### src/rtl/mwire_pkg.sv
`timescale 1ns/1ps
package mwire_pkg;
  localparam int DATA_W = 8;
  localparam int ADDR_W = 4;

  localparam logic [ADDR_W-1:0] A_BYTE2  = 4'h0;
  localparam logic [ADDR_W-1:0] A_BYTE1  = 4'h1;
  localparam logic [ADDR_W-1:0] A_ALIAS0 = 4'h2;
  localparam logic [ADDR_W-1:0] A_CTRL   = 4'hA;
  localparam logic [ADDR_W-1:0] A_CLKDIV = 4'hB;
  localparam logic [ADDR_W-1:0] A_SELECT = 4'hC;
  localparam logic [ADDR_W-1:0] A_STATUS = 4'hD;

  typedef enum logic [1:0] {
    ST_IDLE,
    ST_SETUP,
    ST_SHIFT,
    ST_HOLD
  } seq_state_t;
endpackage

### src/rtl/mwire_clkdiv.sv
`timescale 1ns/1ps
module mwire_clkdiv #(
  parameter int DIV_W = 6
) (
  input  logic             clk,
  input  logic             rst,
  input  logic             run,
  input  logic [DIV_W-1:0] ratio,
  output logic             tick
);
  logic [DIV_W-1:0] cnt;

  always_ff @(posedge clk) begin
    if (rst || !run) cnt <= '0;
    else if (cnt >= ratio) cnt <= '0;
    else cnt <= cnt + 1'b1;
  end

  // one tick per half period of the serial clock
  assign tick = run && (cnt >= ratio);
endmodule

### src/rtl/mwire_shifter.sv
`timescale 1ns/1ps
module mwire_shifter #(
  parameter int DW = 8
) (
  input  logic          clk,
  input  logic          rst,
  input  logic          wr_first,
  input  logic          wr_second,
  input  logic [DW-1:0] wdata,
  input  logic          sample,
  input  logic          shift,
  input  logic          len16,
  input  logic          si,
  output logic [DW-1:0] first_q,
  output logic [DW-1:0] second_q,
  output logic          so
);
  logic rx_bit;

  always_ff @(posedge clk) begin
    if (rst) begin
      first_q  <= '0;
      second_q <= '0;
      rx_bit   <= 1'b0;
    end else begin
      if (sample) rx_bit <= si;
      if (shift) begin
        if (len16) {first_q, second_q} <= {first_q[DW-2:0], second_q, rx_bit};
        else       first_q <= {first_q[DW-2:0], rx_bit};
      end else begin
        if (wr_first)  first_q  <= wdata;
        if (wr_second) second_q <= wdata;
      end
    end
  end

  assign so = first_q[DW-1];
endmodule

### src/rtl/mwire_seq.sv
`timescale 1ns/1ps
module mwire_seq
  import mwire_pkg::*;
#(
  parameter int CS_N = 8,
  parameter int TW   = 3
) (
  input  logic            clk,
  input  logic            rst,
  input  logic            tick,
  input  logic            start,
  input  logic            auto_sel,
  input  logic [TW-1:0]   target,
  input  logic            len16,
  input  logic [CS_N-1:0] cs_sw,
  output logic            busy,
  output logic            sk,
  output logic            len_q,
  output logic            done_pulse,
  output logic            sample,
  output logic            shift,
  output logic [CS_N-1:0] cs_n
);
  seq_state_t state;
  logic       ph;
  logic [3:0] bitcnt;
  logic [3:0] last_bit;
  logic [CS_N-1:0] sel_vec;

  for (genvar g = 0; g < CS_N; g++) begin : g_sel
    assign sel_vec[g] = (target == TW'(g));
  end

  assign last_bit = len_q ? 4'd15 : 4'd7;
  assign sample   = tick && (state == ST_SHIFT) && !sk;
  assign shift    = tick && (state == ST_SHIFT) && sk;

  always_ff @(posedge clk) begin
    if (rst) begin
      state      <= ST_IDLE;
      ph         <= 1'b0;
      bitcnt     <= '0;
      busy       <= 1'b0;
      sk         <= 1'b0;
      len_q      <= 1'b0;
      done_pulse <= 1'b0;
      cs_n       <= '1;
    end else begin
      done_pulse <= 1'b0;
      case (state)
        ST_IDLE: begin
          cs_n <= ~cs_sw;
          if (start) begin
            state  <= ST_SETUP;
            busy   <= 1'b1;
            ph     <= 1'b0;
            bitcnt <= '0;
            len_q  <= len16;
            if (auto_sel) cs_n <= ~sel_vec;
          end
        end
        ST_SETUP: if (tick) begin
          ph <= ~ph;
          if (ph) state <= ST_SHIFT;
        end
        ST_SHIFT: if (tick) begin
          sk <= ~sk;
          if (sk) begin
            bitcnt <= bitcnt + 1'b1;
            if (bitcnt == last_bit) begin
              state <= ST_HOLD;
              ph    <= 1'b0;
            end
          end
        end
        ST_HOLD: if (tick) begin
          ph <= ~ph;
          if (ph) begin
            state      <= ST_IDLE;
            busy       <= 1'b0;
            done_pulse <= 1'b1;
            cs_n       <= ~cs_sw;
          end
        end
        default: state <= ST_IDLE;
      endcase
    end
  end

  AST_CS_FRAME_STABLE: assert property (@(posedge clk) disable iff (rst)
    (busy && $past(busy)) |-> $stable(cs_n));
  AST_SK_IDLE_LOW: assert property (@(posedge clk) disable iff (rst)
    !busy |-> !sk);
  AST_BITCNT_RANGE: assert property (@(posedge clk) disable iff (rst)
    (state == ST_SHIFT) |-> (bitcnt <= last_bit));
  AST_DONE_ENDS_BUSY: assert property (@(posedge clk) disable iff (rst)
    done_pulse |-> ($past(busy) && !busy));
endmodule

### src/rtl/mwire_master.sv
`timescale 1ns/1ps
module mwire_master
  import mwire_pkg::*;
#(
  parameter int CS_N  = 8,
  parameter int DIV_W = 6
) (
  input  logic              clk,
  input  logic              rst,
  input  logic              wr_en,
  input  logic              rd_en,
  input  logic [ADDR_W-1:0] addr,
  input  logic [DATA_W-1:0] wdata,
  output logic [DATA_W-1:0] rdata,
  output logic              sk,
  output logic              so,
  input  logic              si,
  output logic [CS_N-1:0]   cs_n,
  output logic              irq_n
);
  localparam int TW = (CS_N > 1) ? $clog2(CS_N) : 1;
  localparam logic [ADDR_W-1:0] A_ALIAS_LAST = A_ALIAS0 + ADDR_W'(CS_N - 1);

  logic              len16_cfg, ien, done, busy, len_q, done_pulse;
  logic              sample, shift, tick;
  logic [DIV_W-1:0]  div_n;
  logic [CS_N-1:0]   cs_sw;
  logic [DATA_W-1:0] first_q, second_q;
  logic              data_wr, alias_hit, start, wr_first, wr_second;
  logic [TW-1:0]     target;

  assign data_wr   = wr_en && !busy;
  assign alias_hit = (addr >= A_ALIAS0) && (addr <= A_ALIAS_LAST);
  assign start     = data_wr && (alias_hit || addr == A_BYTE1);
  assign wr_first  = start;
  assign wr_second = data_wr && (addr == A_BYTE2);
  assign target    = TW'(addr - A_ALIAS0);

  always_ff @(posedge clk) begin
    if (rst) begin
      len16_cfg <= 1'b0;
      ien       <= 1'b0;
      div_n     <= '0;
      cs_sw     <= '0;
      done      <= 1'b0;
      irq_n     <= 1'b1;
      rdata     <= '0;
    end else begin
      if (wr_en && addr == A_CTRL) len16_cfg <= wdata[0];
      if (wr_en && addr == A_CLKDIV) begin
        div_n <= wdata[DIV_W-1:0];
        ien   <= wdata[DATA_W-1];
      end
      if (data_wr && addr == A_SELECT) cs_sw <= wdata[CS_N-1:0];
      if (done_pulse) done <= 1'b1;
      else if (rd_en && addr == A_STATUS) done <= 1'b0;
      irq_n <= ~(done && ien);
      if (rd_en) begin
        rdata <= '0;
        if (addr == A_BYTE2) rdata <= second_q;
        else if (addr == A_BYTE1 || alias_hit) rdata <= first_q;
        else if (addr == A_CTRL) rdata[0] <= len16_cfg;
        else if (addr == A_CLKDIV) begin
          rdata[DIV_W-1:0] <= div_n;
          rdata[DATA_W-1]  <= ien;
        end
        else if (addr == A_SELECT) rdata[CS_N-1:0] <= cs_sw;
        else if (addr == A_STATUS) rdata[1:0] <= {done, busy};
      end
    end
  end

  mwire_clkdiv #(.DIV_W(DIV_W)) u_div (
    .clk(clk), .rst(rst), .run(busy), .ratio(div_n), .tick(tick)
  );

  mwire_seq #(.CS_N(CS_N), .TW(TW)) u_seq (
    .clk(clk), .rst(rst), .tick(tick), .start(start), .auto_sel(alias_hit),
    .target(target), .len16(len16_cfg), .cs_sw(cs_sw), .busy(busy), .sk(sk),
    .len_q(len_q), .done_pulse(done_pulse), .sample(sample), .shift(shift),
    .cs_n(cs_n)
  );

  mwire_shifter #(.DW(DATA_W)) u_shift (
    .clk(clk), .rst(rst), .wr_first(wr_first), .wr_second(wr_second),
    .wdata(wdata), .sample(sample), .shift(shift), .len16(len_q), .si(si),
    .first_q(first_q), .second_q(second_q), .so(so)
  );

  AST_SO_STABLE_SK_HIGH: assert property (@(posedge clk) disable iff (rst)
    (sk && $past(sk)) |-> $stable(so));
  AST_IRQ_NEEDS_EN: assert property (@(posedge clk) disable iff (rst)
    !irq_n |-> $past(ien));
  AST_BUSY_WRITE_IGNORED: assert property (@(posedge clk) disable iff (rst)
    (busy && wr_en && addr == A_SELECT) |=> $stable(cs_sw));
endmodule

### config.mk
export PLATFORM = sky130hd
export DESIGN_NAME = mwire_master
export DESIGN_NICKNAME = d
export VERILOG_FILES = /design/src/rtl/mwire_pkg.sv /design/src/rtl/mwire_clkdiv.sv /design/src/rtl/mwire_shifter.sv /design/src/rtl/mwire_seq.sv /design/src/rtl/mwire_master.sv
export SDC_FILE = /design/constraint.sdc
export NUM_CORES = 1
export LEC_CHECK = 0
export ABC_CLOCK_PERIOD_IN_PS = 4570
export BUFFER_PORTS_ARGS = -buffer_cell sky130_fd_sc_hd__buf_2
export CAP_MARGIN = 20
export CORE_MARGIN = 4
export CORE_UTILIZATION = 50
export DETAILED_ROUTE_END_ITERATION = 10
export PLACE_DENSITY = 0.73
export SLEW_MARGIN = 20
export SYNTH_ARGS = -nofsm -noshare
export SYNTH_HDL_FRONTEND = slang
export SYNTH_HIERARCHICAL = 1
export SYNTH_SLANG_ARGS = --single-unit
### constraint.sdc
create_clock -name clk -period 4.57 [get_ports clk]
set_input_delay 0.6855 -clock clk [delete_from_list [all_inputs] [get_ports clk]]
set_output_delay 0.6855 -clock clk [all_outputs]
set_load 0.03 [all_outputs]
* Yosys cells after proc, flatten, opt, wreduce, memory -nomap -nowiden
Index checks and enable logic that the tools add are counted.
Word-level totals: register bits 68, bits of input ports 17, output and inout port bits 19
Cells by class: $add $sub $neg 3, $lt $le $gt $ge 3, eq/ne operators 26, muxes and demuxes 48, bitwise gates (word level) 7, reductions and logical operators 36
Operator list (number):
- $mux W8 | 11
- $mux W2 | 10
- $eq A4 B4 Y1 const B | 4
- $mux W4 | 4
- $ne A2 B1 Y1 const B | 8
- $not A8 Y8 | 2
- $pmux W8 S2 | 1
- $mux W1 | 15
- $logic_and A1 B1 Y1 | 13
- $eq A3 B3 Y1 const B | 4
- $mux W6 | 2
- $reduce_bool A2 Y1 | 5
- $pmux W2 S4 | 1
- $pmux W4 S2 | 1
- $reduce_and A4 Y1 | 2
- $reduce_and A8 Y1 | 1
- $mux W7 | 1
- $add A6 B1 Y6 const B | 1
- $eq A3 B2 Y1 const B | 2
- $ge A6 B6 Y1 | 1
- $reduce_and A2 Y1 | 3
- $not A1 Y1 | 5
- $reduce_and A5 Y1 | 1
- $add A4 B1 Y4 const B | 1
- other kinds (19) | 24

* Depth between registers and ports, before layout
depth after elaboration 7, gate-level depth with buffers 13, depth with buffers taken out 11

* Hierarchy
Netlist, hierarchy kept.
By module, submodules not included:
- mwire_master | times used 1, cells each 167, area each 1418.9 um^2, sequential area each 520.5 um^2
- mwire_seq | times used 1, cells each 110, area each 1032.2 um^2, sequential area each 380.4 um^2
- mwire_shifter | times used 1, cells each 76, area each 842.1 um^2, sequential area each 340.3 um^2
- mwire_clkdiv | times used 1, cells each 45, area each 415.4 um^2, sequential area each 120.1 um^2

* Least setup slack after synthesis
OpenSTA, ideal clock, no wires.
path kind register to register, start point register div_n[5], end point register u_shift.second_q[3], arrival time 2257 ps, path slack 2179 ps, stages on the path, launching flop included 14, path buffers 2, path through dfxtp_1 inv_1 ha_1 nand2_1 o21a_2 o21ai_0 and2_1 nand3_1 inv_1 buf_6 mux2_4 buf_6 nor2_2 a211oi_2
On the way: cells in the longest elaborated chain, start to end 6, elaborated cells on any way between the ends 8
RTL lines:
- start, declared | line mwire_master.sv:26 | logic [DIV_W-1:0] div_n;
- start signal, assigned | line mwire_master.sv:51 | div_n <= wdata[DIV_W-1:0];
- $ge A6 B6 Y1 * | line mwire_clkdiv.sv:20 | assign tick = run && (cnt >= ratio);
- $logic_and A1 B1 Y1 * | line mwire_clkdiv.sv:20
- via tick | line mwire_master.sv:25 | logic sample, shift, tick;
- $logic_and A1 B1 Y1 * (2 in a row) | line mwire_seq.sv:36 | assign shift = tick && (state == ST_SHIFT) && sk;
- via shift | line mwire_master.sv:25
- $ne A2 B1 Y1 (no source line) / $reduce_bool A2 Y1 (equally long branches)
- $reduce_and A2 Y1 (no source line)
- end signal, assigned | line mwire_shifter.sv:28 | if (len16) {first_q, second_q} <= {first_q[DW-2:0], second_q, rx_bit};
- end signal, assigned | line mwire_shifter.sv:32 | if (wr_second) second_q <= wdata;
- end, declared | line mwire_shifter.sv:15 | output logic [DW-1:0] second_q,
Mark *: on every way through the listed nets, which the timed path passes. The rest lies on a longest branch. A chain may end at the register's enable or synchronous reset.

* Worst setup path in the final report
start point register div_n[3], end point register u_shift.second_q[1]
The elaborated chain is that of the path after synthesis.

==> impl_results.md <==
- R2R cell count: 11
- Vias in the first global route: slightly below 3000
- Largest net degree at the start of global routing: 42
- Final Setup Violations: 0
- Primary FF master, synth: dfxtp_1
- DRC viols: 0
- Cell Chain, Critical Path: inv_1, ha_1, nand4_1, o21ai_0, and2_1, nand3_1, inv_1, buf_4, mux2_4, nor2_1, a211oi_2
- Fin area: 4070 µm²
- GRT Total Usage: 0.207
- Synth top area share: 0.367
- Pre-CTS WS: between 1500 and 2000 ps
- Synth cell count leaders: dfxtp_1, nor2_1, mux2i_1
- Slowest stage cell, crit path: mux2_4
- Die X-Extent: 94.1 µm
- Slew @ Worst Pin: a little over 800 ps
- Avg Cell Area, Syn: ~9.3 µm²
- Critical Path RT: approximately 4800 ps
- Antenna Nets Post-Route: 0
- Final Power: around 1600 µW
- Peak supply drop: approximately 0.00019 V
- Kind of cell adding the most delay to the critical path: simple AND/OR/NAND/NOR gates
- Initial antenna violation count: 0
- Worst Min Path Start: ien
- Post-layout minimum cycle time: approximately 3100 ps
- R2r setup slk: between 1500 and 2000 ps
- Post-synthesis async set-or-reset flop share: 0
- Worst clock skew: roughly 7.7 ps
- Hold_buf cts: 0
- Initial core utilization: 0.514
- Layout area overhead: 9.68%
- Vias: roughly 3000
- Average wire per standard cell: around 17 µm
- FF-to-FF Start: div_n[3]
- Crit start category: register
- Later-pin clock latency in the skew report: roughly 340 ps
- Max Cap Viol: 0
- Die area: 8860 µm²
- # nets final: about 450
- CORE AREA: between 7000 and 8000 µm²
- EDFF count, synth: 0
- P_leak: ~0.0015 µW
- #FFs+latches synth: a little under 70
- Setup WS post-layout: between 1500 and 2000 ps
- Synthesized area: 3710 µm²
- WHS Endpoint: irq_n
- CTS tree: done
- IO Pins: 36
- # port buffers: 35
- Top post-synthesis cells by area: dfxtp_1, mux2i_1, nor2_1
- Fmax: roughly 330 MHz
- Relative slew slack: 0.455
- Final core utilization: 0.564
- Grt ovf: 0
- Hold WC Path Type: reg -> reg
- Synth warnings: 6
- RSZ-0062 raised after global routing: false
- Post-cts sizing count: 0
- Total Neg Setup Slack: 0 ps
- Status: finished, final reports clean
- Post-synth cell types: between 60 and 70
- Arrival time of the worst setup path: 3240 ps
- Final Hold Fails: 0
- CTS clock-pin slew for the worst setup and hold paths: roughly 70 ps
- Clk root buf: clkbuf_8
- Register area share after synthesis: 0.367
- Worst path max stage delay: approximately 430 ps
- Post-Syn Instances: roughly 400
- Via density: ~5.8
- Routed WL: between 8000 and 9000 µm
- DR iter-0 viols: approximately 270
- Crit path from: div_n[3]
- Clk sinks: 68
- Worst r2r dst: u_shift/second_q[1]
- Top cell type by total area after synthesis: dfxtp_1
- Placed inst area: ~3900 µm²
- Synthesized net count: around 430
- Peak fanout along the critical path: 16
- Tcrit/Tclk final: 0.670
- Rows: 31
- Layout cell share with drive strength beyond 1: 0.199
- First-pass GRT wire length: roughly 14000 µm
- Most frequent cell after synthesis: dfxtp_1
- GPL Wtd Cong: between 0.8 and 0.9
- Diode count: 0
- Clk buf depth: 2
- Postcts setup bufs: 0
- CP most frequent cell: inv_1
- DP Wirelength: roughly 6300 µm
- Worst Path Buf+Inv: 3
- H-tree depth: 3
- Die Ht: around 94 µm
- CTS Buf Count: 9
- PwrDens: 402 nW/µm²
- WS Path Type: reg -> reg
- Max Slew Vio Count: 0
- Hold depth: 1
- Crit end category: register
- Drt first pass iters: 4
report_power, final:
group | internal, µW | leakage [µW] | switching, µW
registers | 648 | 0.000552 | 38.9
logic | 168 | 0.000873 | 301
clock network | 264 | 0.0000935 | 216
how the worst max path moves through the flow:
| stage | to | slack, ps | depth (start not counted) |
|---|---|---|---|
| final | u_shift/second_q[1] | 1510 | 11 |
| after CTS | u_shift/second_q[1] | 1520 | 11 |
| after global placement | u_shift/second_q[0] | 1590 | 11 |
| after detailed placement | u_shift/second_q[1] | 1550 | 11 |
| after floorplan | u_shift/second_q[3] | 2180 | 13 |
| after global routing | u_shift/second_q[1] | 1200 | 11 |
worst reg2reg max path: cells and delay by family (launching register included):
kind / cells / cell delay [ps]
simple gates: 4 / 880
buf+inv: 3 / 610
mux: 1 / 430
flops: 1 / 360
compound gates: 2 / 340
fa+ha+maj: 1 / 290
layout by cell type (no fill, tap or decap), types with 3 or more instances in the layout:
cell / count
nor2_1: 54
xnor2_1: 6
buf_4: 3
nand2_1: 14
nand3_1: 8
nand4b_1: 5
mux2_1: 7
ha_1: 12
xor2_1: 4
nor3_1: 3
dfxtp_1: 68
a21oi_1: 19
nor2_2: 5
a221oi_1: 8
inv_1: 20
clkbuf_1: 3
o21ai_0: 16
clkbuf_8: 10
buf_2: 35
o32ai_1: 7
nor3b_1: 3
nand2b_1: 11
a211o_1: 6
mux2i_1: 32
a211oi_1: 7
or2_2: 3
a211oi_2: 8
or4_1: 3
routing by layer:
| metal | wire length [µm] | vias to the layer above | GRT usage |
|---|---|---|---|
| met5 | 0 | - | 0 |
| met4 | 231 | 0 | 0.0854 |
| met3 | 398 | 15 | 0.0481 |
| met2 | 4080 | 68 | 0.323 |
| met1 | 4010 | 1476 | 0.273 |
| li1 | - | 1487 | - |
through the flow:
| stage | std cells | hold slack [ps] |
|---|---|---|
| after floorplan | 398 | 392 |
| after global placement | 511 | 411 |
| after detailed placement | 511 | 414 |
| after CTS | 526 | 430 |
| after global routing | 526 | 453 |
| final | 526 | 427 |
area by class of cell:
class,count,area [µm²]
Clock buffer,13,149
Clock inverter,2,35.0
Fill cell,682,3150
Inverter,20,75.1
Multi-Input combinational cell,286,2130
Sequential cell,68,1360
Tap cell,99,124
Timing Repair Buffer,38,198
cells by family after synthesis:
kind of cell,share of synthesized area
buffers and inverters,0.0597
AOI/OAI and AO/OA,0.194
and+or+nand+nor,0.197
xor gates and xnor gates,0.0236
DFF,0.367
adders and majority gates,0.0405
muxes,0.119
flip-flops by register name (all words and copies together), names as in the netlist, 2 cells and up:
name	count
u_seq/bitcnt	4
u_shift/first_q	8
u_seq/cs_n	8
u_shift/second_q	8
u_div/cnt	6
div_n	6
u_seq/state	2
rdata	8
cs_sw	8
Power figures use the tool's default switching activity.
